`src/rtl/kef_pkg.sv`:
```
package kef_pkg;
   typedef enum logic [1:0] {
      EV_RELEASE = 2'd0,
      EV_PRESS   = 2'd1,
      EV_SYNC    = 2'd2
   } ev_kind_e;

   typedef enum logic [1:0] {
      ST_IDLE,
      ST_REL,
      ST_PRS,
      ST_SYN
   } seq_st_e;
endpackage

```
`src/rtl/kef_compact.sv`:
```
// Drops the function key when layer mode is on and packs kept keys in slot order.
module kef_compact #(
   parameter int          SLOTS   = 8,
   parameter int          CODE_W  = 7,
   parameter int unsigned FN_CODE = 127,
   localparam int         EV_W    = CODE_W + 1,
   localparam int         CNT_W   = $clog2(SLOTS + 1)
) (
   input  logic                      fn_en,
   input  logic [SLOTS-1:0]          mask,
   input  logic [SLOTS*CODE_W-1:0]   codes,
   output logic [SLOTS-1:0]          keep,
   output logic [SLOTS*EV_W-1:0]     list,
   output logic [CNT_W-1:0]          cnt
);
   logic fn_seen;
   int   n;

   always_comb begin
      fn_seen = 1'b0;
      keep    = mask;
      for (int j = 0; j < SLOTS; j++) begin
         if (mask[j] && fn_en && codes[j*CODE_W +: CODE_W] == CODE_W'(FN_CODE)) begin
            keep[j] = 1'b0;
            fn_seen = 1'b1;
         end
      end
      list = '0;
      n    = 0;
      for (int j = 0; j < SLOTS; j++) begin
         if (keep[j]) begin
            list[n*EV_W +: EV_W] = {fn_seen, codes[j*CODE_W +: CODE_W]};
            n = n + 1;
         end
      end
      cnt = CNT_W'(n);
   end
endmodule

```
`src/rtl/kef_ghost.sv`:
```
// Flags a snapshot where some pair shares a row and some pair shares a column.
module kef_ghost #(
   parameter int SLOTS   = 8,
   parameter int CODE_W  = 7,
   parameter int COL_W   = 3,
   parameter bit PRESENT = 1'b1
) (
   input  logic                    en,
   input  logic [SLOTS-1:0]        keep,
   input  logic [SLOTS*CODE_W-1:0] codes,
   output logic                    ghost
);
   if (PRESENT) begin : g_filter
      logic row_hit;
      logic col_hit;
      always_comb begin
         row_hit = 1'b0;
         col_hit = 1'b0;
         for (int j = 0; j < SLOTS; j++) begin
            for (int k = j + 1; k < SLOTS; k++) begin
               if (keep[j] && keep[k]) begin
                  if (codes[j*CODE_W+COL_W +: CODE_W-COL_W] == codes[k*CODE_W+COL_W +: CODE_W-COL_W])
                     row_hit = 1'b1;
                  if (codes[j*CODE_W +: COL_W] == codes[k*CODE_W +: COL_W])
                     col_hit = 1'b1;
               end
            end
         end
         ghost = en && ($countones(keep) >= 3) && row_hit && col_hit;
      end
   end else begin : g_bypass
      logic unused_in;
      assign unused_in = ^{en, keep, codes};
      assign ghost     = 1'b0;
   end
endmodule

```
`src/rtl/kef_seq.sv`:
```
// Holds the stored and the pending set and sequences release, press and sync events.
module kef_seq
   import kef_pkg::*;
#(
   parameter int  SLOTS = 8,
   parameter int  EV_W  = 8,
   localparam int CNT_W = $clog2(SLOTS + 1),
   localparam int IDX_W = (SLOTS > 1) ? $clog2(SLOTS) : 1
) (
   input  logic                   clk,
   input  logic                   rst_n,
   input  logic                   acc,
   input  logic [SLOTS*EV_W-1:0]  new_list,
   input  logic [CNT_W-1:0]       new_cnt,
   input  logic                   ev_ready,
   output logic                   idle,
   output logic                   ev_valid,
   output logic [1:0]             ev_kind,
   output logic [EV_W-1:0]        ev_code
);
   seq_st_e           st;
   seq_st_e           leave_st;
   logic [EV_W-1:0]   old_q [SLOTS];
   logic [EV_W-1:0]   nxt_q [SLOTS];
   logic [CNT_W-1:0]  old_cnt;
   logic [CNT_W-1:0]  nxt_cnt;
   logic [SLOTS-1:0]  rel_done;
   logic [SLOTS-1:0]  pend;
   logic [IDX_W-1:0]  pidx;
   logic [IDX_W-1:0]  rel_idx;
   logic              any_pend;
   logic              last_pend;

   // stored keys missing from the new set and not yet reported
   always_comb begin
      for (int i = 0; i < SLOTS; i++) begin
         logic found;
         found = 1'b0;
         for (int k = 0; k < SLOTS; k++)
            if (CNT_W'(k) < nxt_cnt && nxt_q[k] == old_q[i]) found = 1'b1;
         pend[i] = (CNT_W'(i) < old_cnt) && !found && !rel_done[i];
      end
      rel_idx = '0;
      for (int i = SLOTS - 1; i >= 0; i--)
         if (pend[i]) rel_idx = IDX_W'(i);
      any_pend  = |pend;
      last_pend = ($countones(pend) == 1);
      leave_st  = (nxt_cnt == '0) ? ST_SYN : ST_PRS;
   end

   assign idle     = (st == ST_IDLE);
   assign ev_valid = (st == ST_REL && any_pend) || st == ST_PRS || st == ST_SYN;

   always_comb begin
      ev_kind = EV_SYNC;
      ev_code = '0;
      case (st)
         ST_REL: begin ev_kind = EV_RELEASE; ev_code = old_q[rel_idx]; end
         ST_PRS: begin ev_kind = EV_PRESS;   ev_code = nxt_q[pidx];    end
         default: ;
      endcase
   end

   always_ff @(posedge clk) begin
      if (!rst_n) begin
         st       <= ST_IDLE;
         old_cnt  <= '0;
         nxt_cnt  <= '0;
         rel_done <= '0;
         pidx     <= '0;
         for (int i = 0; i < SLOTS; i++) begin
            old_q[i] <= '0;
            nxt_q[i] <= '0;
         end
      end else begin
         case (st)
            ST_IDLE: if (acc) begin
               for (int i = 0; i < SLOTS; i++) nxt_q[i] <= new_list[i*EV_W +: EV_W];
               nxt_cnt  <= new_cnt;
               rel_done <= '0;
               pidx     <= '0;
               st       <= ST_REL;
            end
            ST_REL: begin
               if (!any_pend) st <= leave_st;
               else if (ev_ready) begin
                  rel_done[rel_idx] <= 1'b1;
                  if (last_pend) st <= leave_st;
               end
            end
            ST_PRS: if (ev_ready) begin
               if (CNT_W'(pidx) + CNT_W'(1) == nxt_cnt) st <= ST_SYN;
               else pidx <= pidx + IDX_W'(1);
            end
            default: if (ev_ready) begin
               for (int i = 0; i < SLOTS; i++) old_q[i] <= nxt_q[i];
               old_cnt <= nxt_cnt;
               st      <= ST_IDLE;
            end
         endcase
      end
   end
endmodule

```
`src/rtl/key_event_filter.sv`:
```
module key_event_filter #(
   parameter int          SLOTS      = 8,
   parameter int          ROW_W      = 4,
   parameter int          COL_W      = 3,
   parameter int unsigned FN_CODE    = 127,
   parameter bit          HAS_GHOST  = 1'b1,
   localparam int         CODE_W     = ROW_W + COL_W,
   localparam int         EV_W       = CODE_W + 1,
   localparam int         CNT_W      = $clog2(SLOTS + 1)
) (
   input  logic                    clk,
   input  logic                    rst_n,
   input  logic                    ghost_en,
   input  logic                    fn_en,
   input  logic                    in_valid,
   output logic                    in_ready,
   input  logic [SLOTS-1:0]        in_mask,
   input  logic [SLOTS*CODE_W-1:0] in_codes,
   output logic                    ev_valid,
   input  logic                    ev_ready,
   output logic [1:0]              ev_kind,
   output logic [EV_W-1:0]         ev_code
);
   if (SLOTS < 1)  begin : g_bad_slots $error("SLOTS must be at least 1"); end
   if (COL_W < 1 || ROW_W < 1) begin : g_bad_w $error("ROW_W and COL_W must be at least 1"); end
   if (FN_CODE >= (1 << CODE_W)) begin : g_bad_fn $error("FN_CODE exceeds scancode range"); end

   logic [SLOTS-1:0]      keep;
   logic [SLOTS*EV_W-1:0] list;
   logic [CNT_W-1:0]      cnt;
   logic                  ghost_hit;
   logic                  idle;

   kef_compact #(.SLOTS(SLOTS), .CODE_W(CODE_W), .FN_CODE(FN_CODE)) compact_i (
      .fn_en(fn_en), .mask(in_mask), .codes(in_codes),
      .keep(keep), .list(list), .cnt(cnt)
   );

   kef_ghost #(.SLOTS(SLOTS), .CODE_W(CODE_W), .COL_W(COL_W), .PRESENT(HAS_GHOST)) ghost_i (
      .en(ghost_en), .keep(keep), .codes(in_codes), .ghost(ghost_hit)
   );

   kef_seq #(.SLOTS(SLOTS), .EV_W(EV_W)) seq_i (
      .clk(clk), .rst_n(rst_n),
      .acc(in_valid && idle && !ghost_hit),
      .new_list(list), .new_cnt(cnt),
      .ev_ready(ev_ready), .idle(idle),
      .ev_valid(ev_valid), .ev_kind(ev_kind), .ev_code(ev_code)
   );

   assign in_ready = idle;
endmodule

```
`config.mk`:
```
export PLATFORM = sky130hd
export DESIGN_NAME = key_event_filter
export DESIGN_NICKNAME = d
export VERILOG_FILES = /design/src/rtl/kef_pkg.sv /design/src/rtl/kef_compact.sv /design/src/rtl/kef_ghost.sv /design/src/rtl/kef_seq.sv /design/src/rtl/key_event_filter.sv
export SDC_FILE = /design/constraint.sdc
export NUM_CORES = 1
export LEC_CHECK = 0
export BUFFER_PORTS_ARGS = -buffer_cell sky130_fd_sc_hd__buf_2
export CAP_MARGIN = 20
export CORE_MARGIN = 8
export CORE_UTILIZATION = 50
export DETAILED_ROUTE_END_ITERATION = 7
export PLACE_DENSITY = 0.67
export SKIP_LAST_GASP = 1
export SYNTH_ARGS = -nofsm -noshare
export SYNTH_HDL_FRONTEND = slang
export SYNTH_HIERARCHICAL = 1
export SYNTH_SLANG_ARGS = --single-unit
```
`constraint.sdc`:
```
create_clock -name clk -period 12.3 [get_ports clk]
set_input_delay 1.23 -clock clk [delete_from_list [all_inputs] [get_ports clk]]
set_output_delay 1.23 -clock clk [all_outputs]
set_load 0.1 [all_outputs]
```
Word-level counts from Yosys, hierarchy flattened
Memory sizes are Yosys's and may differ from the RTL's. A register that Yosys moved wholly into a read port is not among the register bits. Cells that the tools add are included.

Add/sub/neg operators: 30. Multipliers: 0. Div/mod/pow operators: 0. Order comparisons: 19. Eq/ne operators: 141. Shift operators: 14. Muxes and demuxes: 271. Bitwise gates (word level): 18. Reductions and logical operators: 162.

Operator list (count): 8-bit == test (64); 64-bit bitwise mux (7); 64-bit two-way mux (7); 8-bit by 33-bit variable shift with 64-bit output, first input constant (7); 8-bit by 33-bit indexed part select with 64-bit output (7); 1-bit two-way mux (204); 32-bit negation with 33-bit output (6); 32-bit adder (6); 8-bit two-way mux (20); 29-bit two-way mux (5); 1-bit logical AND (131); 29-bit by 2-bit adder with 29-bit output, second input constant (4); 4-bit == test (29); 3-bit == test (28); 7-bit == test, second input constant (8); 3-bit two-way mux (13); 4-bit negation with 33-bit output (1); 32-bit by 2-bit == test with 1-bit output, second input constant (1); 32-bit by 3-bit greater-or-equal comparator with 1-bit output, second input constant (1); 3-bit by 4-bit < comparator with 1-bit output, first input constant (8); 8-bit one-hot mux with 2 select lines (2); 1-bit zero test (17); 1-bit by 1-bit adder with 2-bit output (8); 1-bit by 4-bit < comparator with 1-bit output, first input constant (4); other kinds (32) (67).

Bits in registers: 21. Bits in latches: 0. Memory bits (writable): 128. Bits in read-only memories: 0. Bits of input ports: 70. Output and inout bits: 12. Memories kept: 2.

Memory list: seq_i.nxt_q (depth 8, width 8, rd ports 9, clocked after Yosys merged registers in 1, write ports 8, line kef_seq.sv:24) `logic [EV_W-1:0] nxt_q [SLOTS];`; seq_i.old_q (depth 8, width 8, rd ports 9, clocked after Yosys merged registers in 0, write ports 8, line kef_seq.sv:23) `logic [EV_W-1:0] old_q [SLOTS];`.

Longest topological paths before layout
Depth in word-level cells: 68. Gate-level depth with buffers: 34. Mapped depth without buffers: 32.

Modules after synthesis
Netlist, hierarchy kept.

By module, submodules not included: kef_seq (times used 1, cells an instance 1423, area each 13779.5 µm², seq. area each 4324.1 µm²); kef_compact (times used 1, cells an instance 756, area each 5496.5 µm², seq. area each 0.0 µm²); kef_ghost (times used 1, cells an instance 408, area each 3035.4 µm², seq. area each 0.0 µm²); key_event_filter (times used 1, cells an instance 1, area each 8.8 µm², seq. area each 0.0 µm²).

Worst setup path before layout
OpenSTA, ideal clock, no wires.

Kind: input -> register. Start: input fn_en. End: memory seq_i.nxt_q[4][1], data pin. Arrival: 7454 ps. Slack: 4591 ps. Cell stages on the path: 32. Buffers on the path: 5. Cell sequence: buf_4 nand4_1 o21ai_1 buf_2 ha_1 xnor2_4 clkbuf_1 ha_1 nor2_1 nor2_1 inv_1 ha_1 o211ai_1 nand2_1 ha_1 o211ai_1 o21ai_0 a31o_2 or2_1 nor3_1 buf_2 ha_1 nor3b_2 nor2b_1 o21ai_1 a2111oi_0 a211oi_2 or3_1 clkbuf_1 a21oi_1 mux2i_1 and2_1.

RTL lines: start, declared (line key_event_filter.sv:14) `input logic fn_en,`; end, declared (line kef_seq.sv:24).

==> impl_metrics.yaml <==
outcome:
  status: "complete, no violations"
drt:
  dr.pass1.iters: 6
  routed_wl_mm: 93.72
  avgRoutedWirePerCell_um: 30.71
  ant_nets: 0
  route.detailed.drc: 0
  vias: 21050
  viasPerCell: 6.896
  drtIter0Drc: 2904
cts:
  ctsLongestPathBuffers: 2
  clock-root-buffer: "clkbuf_16"
  ctsHoldBuffers: 0
  cts_tree: "done"
  htreeDepth: 4
  cts_resized: 0
  numClockSinks: 152
  clk_pin_slew_worst_paths_ns: 0.07
  numCtsBuffers: 17
  clkLatencyLatePin_ns: 0.47
  cts_setup_buffers: 0
worst_setup_path:
  path_delay_family: "simple AND/OR/NAND/NOR gates"
  critPathMaxFanout: 13
  critPathBufInv: 3
  endpoint_kind: "flop"
  cp-start-kind: "input port"
  worst_path_max_delay_cell: "o21ai_1"
  crit_path_frequent_cell: "ha_1"
  cpPeakStageDelay_ns: 0.66
  cp.arrival_ns: 9.31
  crit_required_ns: 12.51
  path_class: "input port to flop"
pwr:
  pwr-share-comb_pct: 47.8
  leakagePower_uw: 0.008680
  clockPowerShare_pct: 16.5
  p_total_uw: 3321
  swShare_pct: 51.32
  peakVddDrop_v: 0.0001100
  p_int_uw: 1616
  power_density_nw_per_um2: 145.2
  p_seq_share_pct: 35.7
  p_sw_uw: 1704
synthesis:
  syn_avg_cell_area_um2: 8.624
  synth_seq_cells: 152
  synth.top_cell.area_share_pct: 17.22
  synth-edff-count: 128
  synthTopCellsByArea: "edfxtp_1, xnor2_1, xor2_1"
  synth_top_area_cell: "edfxtp_1"
  synth_commonest_cells: "xnor2_1, xor2_1, buf_2"
  synth_top_flop_cell: "edfxtp_1"
  synth_cell_types: 109
  seq_area_frac_synth_pct: 19.37
  async_flop_share_pct: 0
  synth_area_um2: 22320
  yosys_warnings: 6
  synth_cells: 2588
  synth_most_common_cell: "xnor2_1"
place:
  placed_area_um2: 22220
  dp.cells: 3016
  gp_congestion: 1.067
  port_buffers: 81
  hpwl_mm: 64.87
die:
  rows: 77
  ios: 82
  fp.dieW_um: 227.3
  die_h_um: 227.3
  core_area_um2: 44120
  dieArea_um2: 51660
  start_util_pct: 50.58
run:
  max-cap-violations: 0
sta:
  finClkSkew_ns: 0.01820
  slew_headroom_pct: 21.80
  fmaxAchievable_mhz: 110.0
  tns_ns: 0
  rsz0062_at_grt: "false"
  slew_viol_final: 0
  finalCritPeriodShare_pct: 73.92
  setup_viol: 0
  min_period_ns: 9.093
  hold_viol_final: 0
  worstMarginPinSlew_ns: 1.170
global_routing:
  grt_max_degree: 65
  gr-total-overflow: 0
  grt_pass1_wl_mm: 136.5
  grt_pass1_vias: 20600
  antenna_found_initial: 1
  grtUsageTotal_pct: 35.62
finish:
  design_area_um2: 22870
  area_growth_pct: 2.483
  final_util_pct: 51.84
  nets: 2554
  final_cells: 3052
  drive_gt1_share_pct: 10.13
worst_hold_path:
  min_path_type: "flop to flop"
-- flip-flops by register name, summed over array words and instances (netlist names), named ones only --
name,cells
seq_i/nxt_q,64
seq_i/old_q,64
seq_i/rel_done,8
seq_i/nxt_cnt,4
seq_i/old_cnt,4
seq_i/pidx,3
seq_i/st,2
-- routing by layer --
layer  global-route usage, %  part of all wire (%)  vias up
met2                   54.70                    43     1672
li1                        -                     -     8846
met5                       0                 0.011        -
met4                   25.70                   8.5        2
met3                   8.875                    12      481
met1                   43.20                    36    10050
-- cell usage in the layout, fill, tap and decap left out, drive strengths merged, types with 21 or more instances in the layout --
| master | count |
|---|---|
| nor4 | 99 |
| and3 | 21 |
| mux2 | 22 |
| mux2i | 158 |
| ha | 30 |
| a32oi | 44 |
| edfxtp | 128 |
| nor2 | 95 |
| xor2 | 310 |
| buf | 103 |
| and2 | 140 |
| nand4 | 133 |
| o21ai | 30 |
| inv | 96 |
| xnor2 | 423 |
| nand3 | 59 |
| a21oi | 45 |
| nand2 | 119 |
| nor3 | 78 |
| dfxtp | 24 |
-- power by group through the flow --
stage | logic [uW] | registers (uW) | clock network (uW)
6_report | 1590 | 1190 | 548
5_1_grt | 1700 | 1160 | 572
4_1_cts | 1540 | 1130 | 558
3_5_place_dp | 1540 | 1140 | 0
3_3_place_gp | 1500 | 1140 | 0
2_1_floorplan | 1490 | 686 | 0
-- worst paths after layout --
check | startpoint | end | slack [ns] | depth (start not counted)
hold / removal | seq_i/rel_done[1] | seq_i/rel_done[1] | 0.49 | 1
setup reg to reg | seq_i/nxt_cnt[1] | seq_i/st[0] | 5.85 | 20
setup / recovery | in_codes[10] | seq_i/nxt_q[1][1] | 3.21 | 29
hold reg to reg | seq_i/rel_done[1] | seq_i/rel_done[1] | 0.49 | 1
-- cell families (layout without fill, tap and decap cells) --
| kind of cell | count (synthesis) | after routing | synth area share, % |
|---|---|---|---|
| compound gates | 283 | 283 | 10.22 |
| xor+xnor | 735 | 735 | 29.16 |
| fa+ha+maj | 39 | 39 | 2.444 |
| buf+inv | 357 | 226 | 7.988 |
| flops | 152 | 152 | 19.37 |
| mux | 196 | 196 | 9.827 |
| other cells | 2 | 5 | 0.03365 |
| simple gates | 824 | 824 | 20.95 |
-- stage by stage --
| step | hold slack, ns | setup WS (ns) |
|---|---|---|
| finish | 0.4887 | 3.207 |
| global route | 0.5094 | 2.607 |
| CTS | 0.4871 | 2.948 |
| detailed placement | 0.4680 | 2.463 |
| global placement | 0.4669 | 2.856 |
| floorplan | 0.4494 | 4.591 |
-- layout make-up --
cell class | instances | area (um^2)
Fill cell | 4262 | 21250
Multi-Input combinational cell | 2081 | 16260
Sequential cell | 152 | 4324
Tap cell | 592 | 740.7
Timing Repair Buffer | 105 | 605.6
Clock buffer | 17 | 425.4
Inverter | 89 | 334.1
Clock inverter | 15 | 185.2
Antenna cell | 1 | 2.502
Note: power is estimated with default switching activity, not from simulation.
